File: config.mk
export PLATFORM = sky130hd
export DESIGN_NAME = adc_result_hold
export DESIGN_NICKNAME = d
export VERILOG_FILES = /design/src/rtl/adc_res_pkg.sv /design/src/rtl/adc_res_capture.sv /design/src/rtl/adc_res_status.sv /design/src/rtl/adc_res_irq.sv /design/src/rtl/adc_result_hold.sv
export SDC_FILE = /design/constraint.sdc
export NUM_CORES = 1
export LEC_CHECK = 0
export BUFFER_PORTS_ARGS = -buffer_cell sky130_fd_sc_hd__buf_2
export CORE_MARGIN = 2
export CORE_UTILIZATION = 38
export CTS_CLUSTER_DIAMETER = 60
export DETAILED_ROUTE_END_ITERATION = 10
export PLACE_DENSITY = 0.74
export SYNTH_ARGS = -nofsm -noshare
export SYNTH_HDL_FRONTEND = slang
export SYNTH_HIERARCHICAL = 1
export SYNTH_SLANG_ARGS = --single-unit
File: constraint.sdc
create_clock -name clk -period 1.4 [get_ports clk]
set_input_delay 0 -clock clk [delete_from_list [all_inputs] [get_ports clk]]
set_output_delay 0 -clock clk [all_outputs]
set_load 0.005 [all_outputs]
File: src/rtl/adc_res_pkg.sv
package adc_res_pkg;
    localparam int FLAG_N  = 3;
    localparam int FL_RDY  = 0;
    localparam int FL_SEQ  = 1;
    localparam int FL_OVR  = 2;

    typedef struct packed {
        logic              halt;
        logic              dreq;
        logic [FLAG_N-1:0] flags;
    } stat_t;
endpackage

File: src/rtl/adc_res_capture.sv
module adc_res_capture #(
    parameter int DATA_W = 12,
    parameter int CH_W   = 5
) (
    input  logic              clk,
    input  logic              rst_n,
    input  logic              load_i,
    input  logic [DATA_W-1:0] data_i,
    input  logic [CH_W-1:0]   chan_i,
    output logic [DATA_W-1:0] data_o,
    output logic [CH_W-1:0]   chan_o
);
    localparam int HOLD_W = DATA_W + CH_W;

    logic [HOLD_W-1:0] hold_d, hold_q;

    always_comb begin
        hold_d = hold_q;
        if (load_i) begin
            hold_d = {chan_i, data_i};
        end
    end

    always_ff @(posedge clk or negedge rst_n) begin
        if (!rst_n) begin
            hold_q <= '0;
        end else begin
            hold_q <= hold_d;
        end
    end

    assign data_o = hold_q[DATA_W-1:0];
    assign chan_o = hold_q[HOLD_W-1:DATA_W];
endmodule

File: src/rtl/adc_res_status.sv
module adc_res_status
    import adc_res_pkg::*;
(
    input  logic              clk,
    input  logic              rst_n,
    input  logic              conv_done_i,
    input  logic              conv_last_i,
    input  logic              cfg_overwrite_i,
    input  logic              cfg_dma_en_i,
    input  logic              rd_data_i,
    input  logic              dma_ack_i,
    input  logic              sts_wr_i,
    input  logic [FLAG_N-1:0] sts_wdata_i,
    output logic              load_o,
    output logic [FLAG_N-1:0] flags_o,
    output logic              halt_o,
    output logic              dma_req_o
);
    stat_t st_d, st_q;
    logic  accept, taken, busy, ovr_ev, load;

    always_comb begin
        st_d   = st_q;
        accept = conv_done_i && !st_q.halt;
        taken  = rd_data_i || dma_ack_i;
        busy   = st_q.flags[FL_RDY] && !taken;
        ovr_ev = accept && busy;
        load   = accept && (!busy || cfg_overwrite_i);

        // clears first
        if (taken) begin
            st_d.flags[FL_RDY] = 1'b0;
        end
        if (dma_ack_i) begin
            st_d.dreq = 1'b0;
        end
        if (sts_wr_i) begin
            st_d.flags = st_d.flags & ~sts_wdata_i;
            if (sts_wdata_i[FL_OVR]) begin
                st_d.halt = 1'b0;
            end
        end

        // sets take priority
        if (load) begin
            st_d.flags[FL_RDY] = 1'b1;
            if (conv_last_i) begin
                st_d.flags[FL_SEQ] = 1'b1;
            end
            if (cfg_dma_en_i) begin
                st_d.dreq = 1'b1;
            end
        end
        if (ovr_ev) begin
            st_d.flags[FL_OVR] = 1'b1;
            if (!cfg_overwrite_i) begin
                st_d.halt = 1'b1;
            end
        end
    end

    always_ff @(posedge clk or negedge rst_n) begin
        if (!rst_n) begin
            st_q <= '0;
        end else begin
            st_q <= st_d;
        end
    end

    assign load_o    = load;
    assign flags_o   = st_q.flags;
    assign halt_o    = st_q.halt;
    assign dma_req_o = st_q.dreq;

    p_ovr_set_r5: assert property (@(posedge clk) disable iff (!rst_n)
        (conv_done_i && !halt_o && flags_o[FL_RDY] && !rd_data_i && !dma_ack_i)
        |=> flags_o[FL_OVR]);

    p_halt_has_ovr_r6: assert property (@(posedge clk) disable iff (!rst_n)
        halt_o |-> flags_o[FL_OVR]);

    p_halt_hold_r6: assert property (@(posedge clk) disable iff (!rst_n)
        (halt_o && !(sts_wr_i && sts_wdata_i[FL_OVR])) |=> halt_o);

    p_never_halt_r7: assert property (@(posedge clk) disable iff (!rst_n)
        (cfg_overwrite_i && !halt_o) |=> !halt_o);

    p_read_clears_r4: assert property (@(posedge clk) disable iff (!rst_n)
        (rd_data_i && !conv_done_i) |=> !flags_o[FL_RDY]);

    p_dma_raise_r8: assert property (@(posedge clk) disable iff (!rst_n)
        (load_o && cfg_dma_en_i) |=> dma_req_o);
endmodule

File: src/rtl/adc_res_irq.sv
module adc_res_irq #(
    parameter int N = 3
) (
    input  logic [N-1:0] flags_i,
    input  logic [N-1:0] en_i,
    output logic         irq_o
);
    logic [N-1:0] masked;

    for (genvar g = 0; g < N; g++) begin : g_mask
        assign masked[g] = flags_i[g] & en_i[g];
    end

    assign irq_o = |masked;
endmodule

File: src/rtl/adc_result_hold.sv
module adc_result_hold
    import adc_res_pkg::*;
#(
    parameter int DATA_W = 12,
    parameter int CH_W   = 5
) (
    input  logic              clk,
    input  logic              rst_n,
    input  logic              conv_done_i,
    input  logic [DATA_W-1:0] conv_data_i,
    input  logic [CH_W-1:0]   conv_chan_i,
    input  logic              conv_last_i,
    input  logic              cfg_overwrite_i,
    input  logic              cfg_dma_en_i,
    input  logic [2:0]        cfg_irq_en_i,
    input  logic              rd_data_i,
    input  logic              dma_ack_i,
    input  logic              sts_wr_i,
    input  logic [2:0]        sts_wdata_i,
    output logic [DATA_W-1:0] data_o,
    output logic [CH_W-1:0]   chan_o,
    output logic [2:0]        flags_o,
    output logic              halt_o,
    output logic              dma_req_o,
    output logic              irq_o
);
    logic load;

    adc_res_status i_status (
        .clk            (clk),
        .rst_n          (rst_n),
        .conv_done_i    (conv_done_i),
        .conv_last_i    (conv_last_i),
        .cfg_overwrite_i(cfg_overwrite_i),
        .cfg_dma_en_i   (cfg_dma_en_i),
        .rd_data_i      (rd_data_i),
        .dma_ack_i      (dma_ack_i),
        .sts_wr_i       (sts_wr_i),
        .sts_wdata_i    (sts_wdata_i),
        .load_o         (load),
        .flags_o        (flags_o),
        .halt_o         (halt_o),
        .dma_req_o      (dma_req_o)
    );

    adc_res_capture #(.DATA_W(DATA_W), .CH_W(CH_W)) i_capture (
        .clk   (clk),
        .rst_n (rst_n),
        .load_i(load),
        .data_i(conv_data_i),
        .chan_i(conv_chan_i),
        .data_o(data_o),
        .chan_o(chan_o)
    );

    adc_res_irq #(.N(FLAG_N)) i_irq (
        .flags_i(flags_o),
        .en_i   (cfg_irq_en_i),
        .irq_o  (irq_o)
    );

    p_halted_frozen_r6: assert property (@(posedge clk) disable iff (!rst_n)
        (conv_done_i && halt_o) |=> ($stable(data_o) && $stable(chan_o)));

    p_keep_old_r5: assert property (@(posedge clk) disable iff (!rst_n)
        (conv_done_i && !cfg_overwrite_i && flags_o[FL_RDY] && !rd_data_i && !dma_ack_i)
        |=> $stable(data_o));
endmodule

==> impl_metrics.py <==
metrics = {
    "outcome": {
        "status": "complete, no violations",
    },
    "routing": {
        "drc": 0,
        "ant_nets": 0,
        "routed_wl_mm": 2.52,
        "wl_per_cell_um": 14.6,
        "dr.pass1.iters": 6,
        "drt_iter0_markers": 4,
        "viasPerCell": 4.80,
        "vias": 831,
    },
    "global_route": {
        "grt_first_pass_wirelength_mm": 3.64,
        "antenna_found_initial": 0,
        "grt_pass1_vias": 862,
        "grt_use_total_pct": 18.5,
        "grt_start_max_net_pins": 23,
        "grt_overflow": 0,
    },
    "worst_setup_path": {
        "arrival_ps": 1370,
        "critPathBufInv": 2,
        "endpoint_kind": "output port",
        "cpPeakStageDelay_ps": 440,
        "crit_family": "compound AO/OA/AOI/OAI gates",
        "required_ps": 1400,
        "start_kind": "register",
        "crit_path_max_fanout": 4,
        "path_cells": "a222oi_1 > inv_1 > buf_2",
        "crit_path_top_delay_cell": "a222oi_1",
        "crit_type": "register to output port",
    },
    "synth": {
        "syn_nets": 92,
        "ys_seq_elements": 22,
        "mappedNetlistArea_um2": 958,
        "ys_warn_count": 6,
        "synth-seq-area-share_pct": 57.4,
        "ys_types": 16,
        "synthCells": 60,
        "syn_avg_cell_area_um2": 16.0,
    },
    "placement": {
        "pre_cts_ws_ps": 38.0,
        "place_congestion": 0.771,
        "io_buffers": 54,
        "hpwl_mm": 1.54,
    },
    "floorplanning": {
        "die_h_um": 54.2,
        "core_area_um2": 2430,
        "start_util_pct": 39.4,
        "io_pins": 55,
        "row_count": 18,
        "dieArea_um2": 2940,
        "die_w_um": 54.2,
    },
    "min_path": {
        "hold_path_class": "primary input to register",
    },
    "power_and_ir_drop": {
        "ir_drop_uv": 683,
        "p_per_area_nw_per_um2": 1000,
        "p_clk_share_pct": 21.8,
        "p_sw_share_pct": 25.1,
        "p_leak_nw": 0.779,
        "p_sw_mw": 0.390,
        "power_mw": 1.56,
        "power_frac_seq_pct": 50.3,
        "p_int_mw": 1.17,
        "power_frac_comb_pct": 27.9,
    },
    "timing": {
        "setup_violations": 0,
        "tightest_slew_ps": 468,
        "fin_crit_ps": 1370,
        "finalCritPeriodShare_pct": 98.0,
        "finalWorstSetupSlack_ps": 27.9,
        "rsz0062_at_grt": "yes",
        "slew_headroom_pct": 68.8,
        "finalHoldViolations": 0,
        "clock_skew_ps": 5.99,
        "fmax_ghz": 0.729,
        "slew_viol_final": 0,
    },
    "clock_tree": {
        "cts_buffers": 3,
        "clkLatencyLatePin_ps": 300,
        "root_buffer": "clkbuf_4",
        "clk_pin_slew_ps": 120,
        "cts_max_level": 1,
        "clockBufferDepth": 2,
        "cts.sinks": 22,
        "cts_tree": "done",
        "cts-resized-gates": 0,
    },
    "final_layout": {
        "fin_nets": 176,
        "multi_input_area_um2": 364,
        "seqCellArea_um2": 551,
        "post-route-util_pct": 63.7,
        "fillers": 183,
        "drive_gt1_share_pct": 57.3,
        "diodes": 0,
        "syn2layout_area_growth_pct": 61.6,
    },
    "job": {
        "maxCapViolCount": 0,
    },
}
==> logic make-up after synthesis <==
| family | Yosys count | share of synthesized area, % |
|---|---|---|
| AND/OR/NAND/NOR | 9 | 7.96 |
| buffers and inverters | 6 | 4.83 |
| AO/OA/AOI/OAI | 6 | 5.88 |
| multiplexers | 17 | 23.9 |
| flip-flops | 22 | 57.4 |
==> metal layers <==
metal / GRT usage, % / part of all wire [%] / up-vias
li1: - / - / 382
met1: 18.3 / 36 / 388
met2: 33.3 / 52 / 49
met3: 2.46 / 6.7 / 12
met4: 16.7 / 4.5 / 0
met5: 0 / 0 / -
==> power by group through the flow <==
| stage | clock network [mW] | registers (mW) | logic, mW |
|---|---|---|---|
| after floorplan | 0 | 0.802 | 0.184 |
| after global placement | 0 | 0.788 | 0.372 |
| after detailed placement | 0 | 0.793 | 0.381 |
| after CTS | 0.351 | 0.781 | 0.433 |
| after global routing | 0.381 | 0.793 | 0.474 |
| final | 0.338 | 0.782 | 0.435 |
==> tightest hold or removal path, cell delays in order <==
cell and delay (ps):
buf_2 130, nand2b_4 80, o2bb2ai_1 70
==> through the flow <==
step	hold slack [ps]	TNS (ps)	instance area [um^2]	instances
after floorplan	-296	0	958	60
after global placement	-16.8	0	1270	145
after detailed placement	-20.7	0	1270	145
after CTS	6.20	0	1550	173
after global routing	14.1	-15.1	1550	173
final	10.1	0	1550	173
==> layout make-up <==
class                   instances  share of cell area (%)
repair buffers                 81                    35.2
well taps                      30                    2.42
clock buffers                   4                    2.34
multi-input cells              32                    23.5
inverters                       4                   0.969
flip-flops and latches         22                    35.5
==> Yosys cell counts, drive strengths merged <==
| cell type | number | area [um^2] |
|---|---|---|
| nand2b | 1 | 13.8 |
| nor3b | 1 | 12.5 |
| dfrtp | 22 | 551 |
| buf | 2 | 31.3 |
| o2bb2ai | 2 | 17.5 |
| o32ai | 1 | 8.76 |
| a222oi | 1 | 10.0 |
| nand3b | 1 | 7.51 |
| inv | 4 | 15.0 |
| nor4b | 1 | 23.8 |
| nand2 | 3 | 11.3 |
| nor2 | 2 | 7.51 |
| a32o | 2 | 20.0 |
| mux2 | 17 | 229 |
==> final timing paths <==
check                                         start              endpoint  slack [ps]  cells past startpoint
worst min register to register  i_capture/hold_q[4]   i_capture/hold_q[4]         520                      1
worst max register to register  i_status/flags_o[0]  i_capture/hold_q[16]          30                      4
worst max-delay path            i_status/flags_o[0]                 irq_o          30                      3
worst min-delay path                    conv_done_i   i_status/flags_o[0]          10                      3
min in group asynchronous                     rst_n    i_status/dma_req_o         180                      2
max in group asynchronous                     rst_n   i_capture/hold_q[4]         890                      2
==> sequential cells by signal, summed over array words and instances (netlist names) <==
| signal | flops |
|---|---|
| i_capture/hold_q | 17 |
| i_status/dma_req_o | 1 |
| i_status/halt_o | 1 |
| i_status/flags_o | 3 |
==> cell usage in the layout (no fill, tap or decap) <==
master,instances
mux2_4,10
nor2_1,1
o32ai_1,1
clkbuf_8,1
nand2b_4,1
dlygate4sd3_1,24
nor4b_4,1
nand3b_1,1
clkbuf_4,3
buf_4,2
a32o_1,2
buf_12,1
nor3b_2,1
buf_2,54
inv_1,4
o2bb2ai_1,2
nor2_2,1
mux2_2,7
dfrtp_1,22
a222oi_1,1
nand2_1,3
==> what timing repair did <==
item	4_1_cts	5_1_grt
endpoints found under the setup margin	0	13
hold endpoints to repair	42	0
buffers inserted	0	0
hold buffers	24	0
(Power assumes the default switching activity.)
